$ cat config.mk
export PLATFORM = sky130hd
export DESIGN_NAME = erfb_requant
export DESIGN_NICKNAME = d
export VERILOG_FILES = /design/src/rtl/erfb_requant.sv
export SDC_FILE = /design/constraint.sdc
export NUM_CORES = 1
export LEC_CHECK = 0
export BUFFER_PORTS_ARGS = -buffer_cell sky130_fd_sc_hd__buf_2
export CAP_MARGIN = 20
export CORE_MARGIN = 2
export CORE_UTILIZATION = 57
export CTS_CLUSTER_DIAMETER = 40
export DETAILED_ROUTE_END_ITERATION = 8
export PLACE_DENSITY = 0.77
export SLEW_MARGIN = 5
export SYNTH_ARGS = -nofsm -noshare
export SYNTH_HDL_FRONTEND = slang
export SYNTH_SLANG_ARGS = --single-unit
$ cat constraint.sdc
create_clock -name clk -period 4.02 [get_ports clk]
set_clock_uncertainty 0.05 [all_clocks]
set_input_delay 0.402 -clock clk [delete_from_list [all_inputs] [get_ports clk]]
set_output_delay 0.402 -clock clk [all_outputs]
set_load 0.01 [all_outputs]
$ cat src/rtl/erfb_requant.sv
module erfb_requant #(
  parameter int IN_W     = 16,
  parameter int OUT_W    = 12,
  parameter int DITH_AMP = 3 * (2 ** (IN_W - OUT_W)) - 1
) (
  input  logic              clk,
  input  logic              rst_n,
  input  logic              upd_i,
  input  logic [IN_W-1:0]   smp_i,
  output logic [OUT_W-1:0]  code_o,
  output logic              vld_o
);
  localparam int FR = IN_W - OUT_W;
  localparam int SW = IN_W + 2;
  localparam int WW = SW - FR;
  localparam logic signed [SW-1:0] AMP  = SW'(DITH_AMP);
  localparam logic signed [WW-1:0] CMAX = WW'((1 << OUT_W) - 1);

  logic [FR-1:0]          res_q;
  logic [1:0]             ph_q;
  logic signed [SW-1:0]   dith, sum;
  logic signed [WW-1:0]   whole;
  logic [OUT_W-1:0]       sat;

  assign dith  = (ph_q == 2'd0) ? -AMP : (ph_q == 2'd2) ? AMP : '0;
  assign sum   = $signed({2'b00, smp_i}) + $signed({{(SW-FR){1'b0}}, res_q}) + dith;
  assign whole = sum[SW-1:FR];
  assign sat   = (whole < 0) ? '0 : (whole > CMAX) ? CMAX[OUT_W-1:0] : whole[OUT_W-1:0];

  always_ff @(posedge clk or negedge rst_n) begin
    if (!rst_n) begin
      res_q  <= '0;
      ph_q   <= 2'd0;
      code_o <= '0;
      vld_o  <= 1'b0;
    end else begin
      vld_o <= upd_i;
      if (upd_i) begin
        res_q  <= sum[FR-1:0];
        ph_q   <= (ph_q == 2'd2) ? 2'd0 : ph_q + 2'd1;
        code_o <= sat;
      end
    end
  end
endmodule


==> metrics.md, run 1 <==
| Metric | Value |
|---|---|
| Port Buf Inserts | 31 |
| Hold Path Cell Cnt | 1 |
| Post-detailed-placement half-perimeter wirelength | 3400 um |
| CP max FO | 12 |
| DIE AREA | 4080 um2 |
| Total CTS buffers | 3 |
| Startpoint types | register |
| Antenna viol nets, final | 0 |
| Combinational fraction of design power | 0.793 |
| TritonCTS clock tree | done |
| Switching share of power | 0.503 |
| Most instantiated flip-flop cell in the synthesis netlist | dfrtp_1 |
| Syn avg cell area | 8.40 um2 |
| Final design area excluding fillers | 2310 um2 |
| Iteration-0 DRC Markers | 154 |
| Power per standard cell area | 853 nW/um2 |
| Pre-antenna DRT Iters | 4 |
| DRC errors left | 0 |
| Ratio of cells with drive above 1 in the final layout | 0.183 |
| Placeable Area | ~3400 um2 |
| Met2 Use GR | 0.332 |
| Number of filler instances in the final layout | a little under 300 |
| Peak clock frequency supported by timing | 276 MHz |
| Final setup TNS | 0 ns |
| Overall die width | roughly 64 um |
| Maximum number of buffers from clock root to sink | 2 |
| Count of distinct cell types in the synthesized netlist | 48 |
| Final critical-path required period | 3.63 ns |
| Synth Cell Area | approximately 2000 um2 |
| Overflow left after global routing | 0 |
| Startpoint-to-endpoint class of the critical path | reg -> reg |
| Most common cell after layout, fill and taps aside | buf_2 |
| Floorplan die height | between 60 and 70 um |
| Gp weighted congestion | 0.958 |
| H-Tree Depth | 1 |
| Share of the clock period used by the worst path | 0.902 |
| VDD IR max | 0.000501 V |
| Gate Count Post-Synth | between 200 and 250 |
| Total number of vias | 1,873 |
| R2R cell count | 16 |
| Switching power of the nets | around 990 uW |
| Sort of element at the end of the critical path | register |
| Max capacitance violation total | 0 |
| Post-CTS Setup Bufs | 0 |
| Most used routing layer in global routing | met1 |
| Synthesis warning total | 0 |
| Final Hold Viols | 0 |
| Detailed-route vias per instance | 5.78 |
| Cell area reported after detailed placement | 2260 um2 |
| Starting utilization of the core area | 0.602 |
| Fraction of registers with async set or reset after synthesis | 1.00 |
| Global-route wire length before repair | 7480 um |
| Worst min path class | in -> reg |
| Number of global-route vias before repair | 1,658 |
| Clock insertion delay at the later pin of the skew report | 0.29 ns |
| Count of standard-cell rows | 21 |
| Clock transition at the register clock pins on the worst setup and hold paths after CTS | around 0.11 ns |
| Maximum number of pins on one net before global-route repair | 28 |
| Number of antenna violations at the first check in global routing | 0 |
| Met3 demand-to-capacity share in global routing | 0.0158 |
| Share of total power in sequential cells | 0.160 |
| Number of enable flip-flop cells after synthesis | 0 |
| Total wire length | 4170 um |
| Total global routing track utilization | 0.226 |
| Highest-count cells in the layout ignoring fill and taps | buf_2, ha_1, a21oi_1, o21ai_0, dfrtp_1 |
| Data arrival at the endpoint of the critical path | 3.73 ns |
| # clock sinks | 19 |
| Max-slew violations | 0 |
| Required time of the critical path | 4.12 ns |
| Internal power | about 980 uW |
| Net count of the mapped netlist | 285 |
| Part of the Yosys area used for sequential elements | 0.233 |
| Number of setup violations in the final report | 0 |
| Average wire length per cell after detail routing | 12.9 um |
| Boundary Pins | 32 |
| Clk network pwr share | 0.047 |
| Run status | complete, no violations |
| Antenna diode count | 0 |
| Max-slew headroom | 0.611 |
| Post-layout nets | 321 |
| Met1 usage | 0.350 |
| CTS Root Buffer Type | clkbuf_4 |
| Leak pwr | roughly 1.1 nW |
| FF+latch count, synth | 19 |
| Synthesis-to-layout area growth | 12.9% |
| Unrepaired setup endpoints after global routing | no |
| Worst Max-Slew Pin Slew | 0.581 ns |
## routing by layer
metal  wire length, um  up-vias  share of wire
met2              1780       48           0.43
met4                27        0         0.0065
met5                 0        -              0
li1                  -      962              -
met1              2190      861           0.52
met3               169        2          0.041
## path summary, 6_finish.rpt
| check | start | endpoint | slack, ns |
|---|---|---|---|
| worst max register to register | res_q[0]$_DFFE_PN0P_ | code_o[8]$_DFFE_PN0P_ | 0.39 |
| max in group asynchronous | rst_n | code_o[6]$_DFFE_PN0P_ | 3.11 |
| worst max-delay path | res_q[0]$_DFFE_PN0P_ | code_o[8]$_DFFE_PN0P_ | 0.39 |
| worst min register to register | code_o[8]$_DFFE_PN0P_ | code_o[8]$_DFFE_PN0P_ | 0.48 |
| worst min-delay path | upd_i | vld_o$_DFF_PN0_ | 0.40 |
| min in group asynchronous | rst_n | res_q[2]$_DFFE_PN0P_ | 0.51 |
## cell type report
class                   instances  area, um2  share of cell area
multi-input cells             206       1490               0.646
flip-flops and latches         19        475               0.206
repair buffers                 39        218              0.0944
well taps                      46       57.6              0.0250
inverters                      10       37.5              0.0163
clock buffers                   3       22.5             0.00977
clock inverters                 1       5.00             0.00217
## state kept, by name, indices dropped and copies added, names as in the netlist
name	cells
ph_q	2
code_o	12
vld_o	1
res_q	4
## kinds of logic after synthesis
family | Yosys count | share of synthesized area
compound gates | 79 | 0.254
simple gates | 75 | 0.198
xor+xnor | 26 | 0.112
fa+ha+maj | 23 | 0.148
flops | 19 | 0.233
buf+inv | 18 | 0.0392
mux | 3 | 0.0159
## power by group through the flow
stage	registers [mW]	clock network, mW	logic [mW]
floorplan	0.339	0	1.17
finish	0.316	0.0922	1.56
detailed placement	0.319	0	1.53
global placement	0.316	0	1.51
global route	0.326	0.110	1.75
CTS	0.316	0.0946	1.54
## cell usage after synthesis, types with 4 or more instances
| master | number | area, um2 |
|---|---|---|
| nor2_1 | 15 | 56.3 |
| a21o_1 | 6 | 45.0 |
| o21a_1 | 4 | 30.0 |
| and3_1 | 4 | 25.0 |
| dfrtp_1 | 19 | 475 |
| xnor2_1 | 14 | 123 |
| o21ai_0 | 20 | 100 |
| a22oi_1 | 11 | 82.6 |
| ha_1 | 21 | 263 |
| nand4_1 | 5 | 31.3 |
| a21oi_1 | 21 | 105 |
| nand3_1 | 8 | 40.0 |
| nand2b_1 | 13 | 81.3 |
| nand2_1 | 12 | 45.0 |
| nor3_1 | 8 | 40.0 |
| xor2_1 | 12 | 105 |
| inv_1 | 10 | 37.5 |
## through the flow
stage | utilization | total power [mW] | setup WS (ns) | hold WS (ns) | cells
after floorplan | - | 1.51 | 0.457 | 0.0564 | 243
after global placement | 0.668 | 1.83 | 0.169 | 0.301 | 319
after detailed placement | 0.668 | 1.85 | 0.145 | 0.306 | 319
after CTS | 0.679 | 1.95 | 0.238 | 0.392 | 324
after global routing | 0.680 | 2.19 | 0.0570 | 0.400 | 324
final | 0.680 | 1.97 | 0.392 | 0.402 | 324
## worst max-delay path: stages, from the launching register on
cell and delay [ns]:
dfrtp_1 0.41, ha_1 0.20, inv_1 0.07, fa_1 0.21, inv_1 0.05, a21o_1 0.18, a21oi_2 0.23, nor2_1 0.11
xor2_1 0.15, ha_1 0.41, nand3_2 0.14, nor4_2 0.31, nor3_1 0.12, or2_4 0.29, o311ai_4 0.24, buf_4 0.22
o32ai_1 0.10
## repair_timing
item	4_1_cts	5_1_grt
hold buffers	1	0
gates resized for setup	0	1
setup endpoints to repair	0	1
hold endpoints to repair	19	0
Power figures use the tool's default switching activity.
==> run 2, diff against run 1 <==
==> constraint.sdc (replaced) <==
create_clock -name clk -period 4.02 [get_ports clk]
set_clock_uncertainty 0.05 [all_clocks]
set_input_delay 0.603 -clock clk [delete_from_list [all_inputs] [get_ports clk]]
set_output_delay 0.603 -clock clk [all_outputs]
set_load 0.01 [all_outputs]
==> run 2 against run 1 <==
Combinational power up 5%. Sequential power about the same. Utilization up 1.4 points. Worst hold slack worse by 0.23 ns. Largest cell class unchanged. Largest power group unchanged. Highest routed layer unchanged.
==> metrics.md, run 2 (same netlist as run 1, synthesis figures left out) <==
| Metric | Value |
|---|---|
| Run status | complete, no violations |
| Leak pwr | 1.12 nW (+1.7%) |
| Hold buffer count at CTS | 0 (-1) |
| VDD IR max | 0.000465 V (-7.3%) |
| Total placed cells including tap cells | 323 (+1.3%) |
| Unrepaired setup endpoints after global routing | no |
| Post-CTS Setup Bufs | 0 (unchanged) |
| Post-detailed-placement half-perimeter wirelength | 3590 um (+5.8%) |
| Detailed-route vias per instance | 5.87 (+1.5%) |
| Number of setup violations in the final report | 0 (unchanged) |
| Overall Power | 2.05 mW (+4.2%) |
| Floorplan die height | 63.9 um (unchanged) |
| Highest-count cells in the layout ignoring fill and taps | buf_2, a21oi_1, ha_1 |
| Iteration-0 DRC Markers | 234 (+52%) |
| Total CTS buffers | 3 (unchanged) |
| CP max FO | 7 (-5) |
| Share of the clock period used by the worst path | 0.926 (+0.0235) |
| Total global routing track utilization | 0.232 (+0.00572) |
| Cell area reported after detailed placement | 2290 um2 (+1.3%) |
| Peak clock frequency supported by timing | 269 MHz (-2.5%) |
| Clock insertion delay at the later pin of the skew report | 0.29 ns (about the same) |
| Final setup TNS | 0 ns (unchanged) |
| Boundary Pins | 32 (unchanged) |
| Pre-antenna DRT Iters | 4 (unchanged) |
| Antenna viol nets, final | 0 (unchanged) |
| Worst min path class | in -> async |
| Starting utilization of the core area | 0.602 (unchanged) |
| Global-route wire length before repair | 7780 um (+4.1%) |
| Maximum number of pins on one net before global-route repair | 28 (unchanged) |
| Startpoint-to-endpoint class of the critical path | reg -> reg |
| Number of antenna violations at the first check in global routing | 0 (unchanged) |
| Data arrival at the endpoint of the critical path | 3.86 ns (+0.13 ns) |
| Synthesis-to-layout area growth | 15.3% |
| Final design area excluding fillers | 2350 um2 (+2.1%) |
| Max-slew headroom | 0.669 (+0.0582) |
| DIE AREA | 4080 um2 (unchanged) |
| Antenna diode count | 0 (unchanged) |
| Most common cell after layout, fill and taps aside | buf_2 |
| Overflow left after global routing | 0 (unchanged) |
| Sort of element at the end of the critical path | register |
| Final critical-path required period | 3.72 ns (+0.0946 ns) |
| Post-layout nets | 325 (+1.2%) |
| Total wire length | 4490 um (+7.7%) |
| TritonCTS clock tree | done |
| Post-Layout Cell Count | 328 (+1.2%) |
| Register with the highest flop count | code_o |
| Placeable Area | 3390 um2 (unchanged) |
| Number of global-route vias before repair | 1,766 (+6.5%) |
| Largest registers ranked by flip-flop count | code_o: 12 flops, res_q: 4 flops, ph_q: 2 flops |
| Maximum number of buffers from clock root to sink | 2 (unchanged) |
| Required time of the critical path | 4.15 ns (+0.03 ns) |
| H-Tree Depth | 1 (unchanged) |
| Average wire length per cell after detail routing | 13.7 um (+6.4%) |
| Max-slew violations | 0 (unchanged) |
| Gp weighted congestion | 0.926 (-3.3%) |
| Total number of vias | 1,924 (+2.7%) |
| Ratio of cells with drive above 1 in the final layout | 0.202 (+0.0187) |
| Final Hold Viols | 0 (unchanged) |
| Power per standard cell area | 871 nW/um2 (+2.1%) |
| DRC errors left | 0 (unchanged) |
| # clock sinks | 19 (unchanged) |
| Max capacitance violation total | 0 (unchanged) |
| Count of standard-cell rows | 21 (unchanged) |
| Port Buf Inserts | 31 (unchanged) |
| Clock transition at the register clock pins on the worst setup and hold paths after CTS | 0.11 ns (about the same) |
| CTS Root Buffer Type | clkbuf_4 |
| Worst Max-Slew Pin Slew | 0.495 ns (-0.0860 ns) |
| Overall die width | 63.9 um (unchanged) |
| Startpoint types | register |
| Count of cells resized by post-cts repair | 0 (unchanged) |
| Number of flip-flops under the largest register name | 12 (unchanged) |
-- run 2: power by group --
part           leakage, nW  switching (mW)  internal (mW)  total, mW
sequential           0.238          0.0441          0.273      0.318
combinational        0.870           0.938          0.702       1.64
clock               0.0150          0.0545         0.0385     0.0930
total                 1.12            1.04           1.01       2.05
-- run 2: final timing paths --
path                                           to  cells past startpoint  slack, ns                    from
max                         code_o[8]$_DFFE_PN0P_                     17       0.30    res_q[0]$_DFFE_PN0P_
min                          res_q[0]$_DFFE_PN0P_                      1       0.18                   rst_n
max reg2reg                 code_o[8]$_DFFE_PN0P_                     17       0.30    res_q[0]$_DFFE_PN0P_
min reg2reg                code_o[10]$_DFFE_PN0P_                      2       0.50  code_o[10]$_DFFE_PN0P_
max in group asynchronous   code_o[5]$_DFFE_PN0P_                      1       3.46                   rst_n
min in group clk           code_o[10]$_DFFE_PN0P_                      2       0.50  code_o[10]$_DFFE_PN0P_
-- run 2: per-stage QoR --
step	hold slack, ns	utilization	setup WS, ns
after floorplan	0.257	-	0.256
after global placement	0.462	0.677	-0.0470
after detailed placement	0.474	0.677	-0.164
after CTS	0.191	0.685	0.128
after global routing	0.198	0.694	0.0332
final	0.175	0.694	0.298
-- run 2: layout make-up --
| cell class | count | area (um2) |
|---|---|---|
| Clock buffer | 4 | 26.3 |
| Fill cell | 303 | 1040 |
| Inverter | 10 | 37.5 |
| Multi-Input combinational cell | 207 | 1520 |
| Sequential cell | 19 | 475 |
| Tap cell | 46 | 57.6 |
| Timing Repair Buffer | 42 | 238 |
-- run 2: critical path, stage by stage, from the launching register on --
cell and delay, ns:
dfrtp_1 0.38, ha_1 0.18, inv_1 0.06, fa_1 0.40
inv_1 0.08, a21o_1 0.10, a21oi_1 0.06, buf_4 0.15
nor3_2 0.22, nand3_1 0.13, xnor2_1 0.14, ha_1 0.39
nand2_1 0.10, o21ai_1 0.22, a21oi_1 0.13, o22ai_2 0.27
o311ai_2 0.23, o32ai_1 0.33
-- run 2: per-layer routing --
| layer | GRT usage | part of all wire | vias to the layer above |
|---|---|---|---|
| li1 | - | - | 978 |
| met1 | 0.341 | 0.49 | 889 |
| met2 | 0.367 | 0.46 | 53 |
| met3 | 0.0176 | 0.047 | 4 |
| met4 | 0.0543 | 0.010 | 0 |
| met5 | 0 | 0 | - |
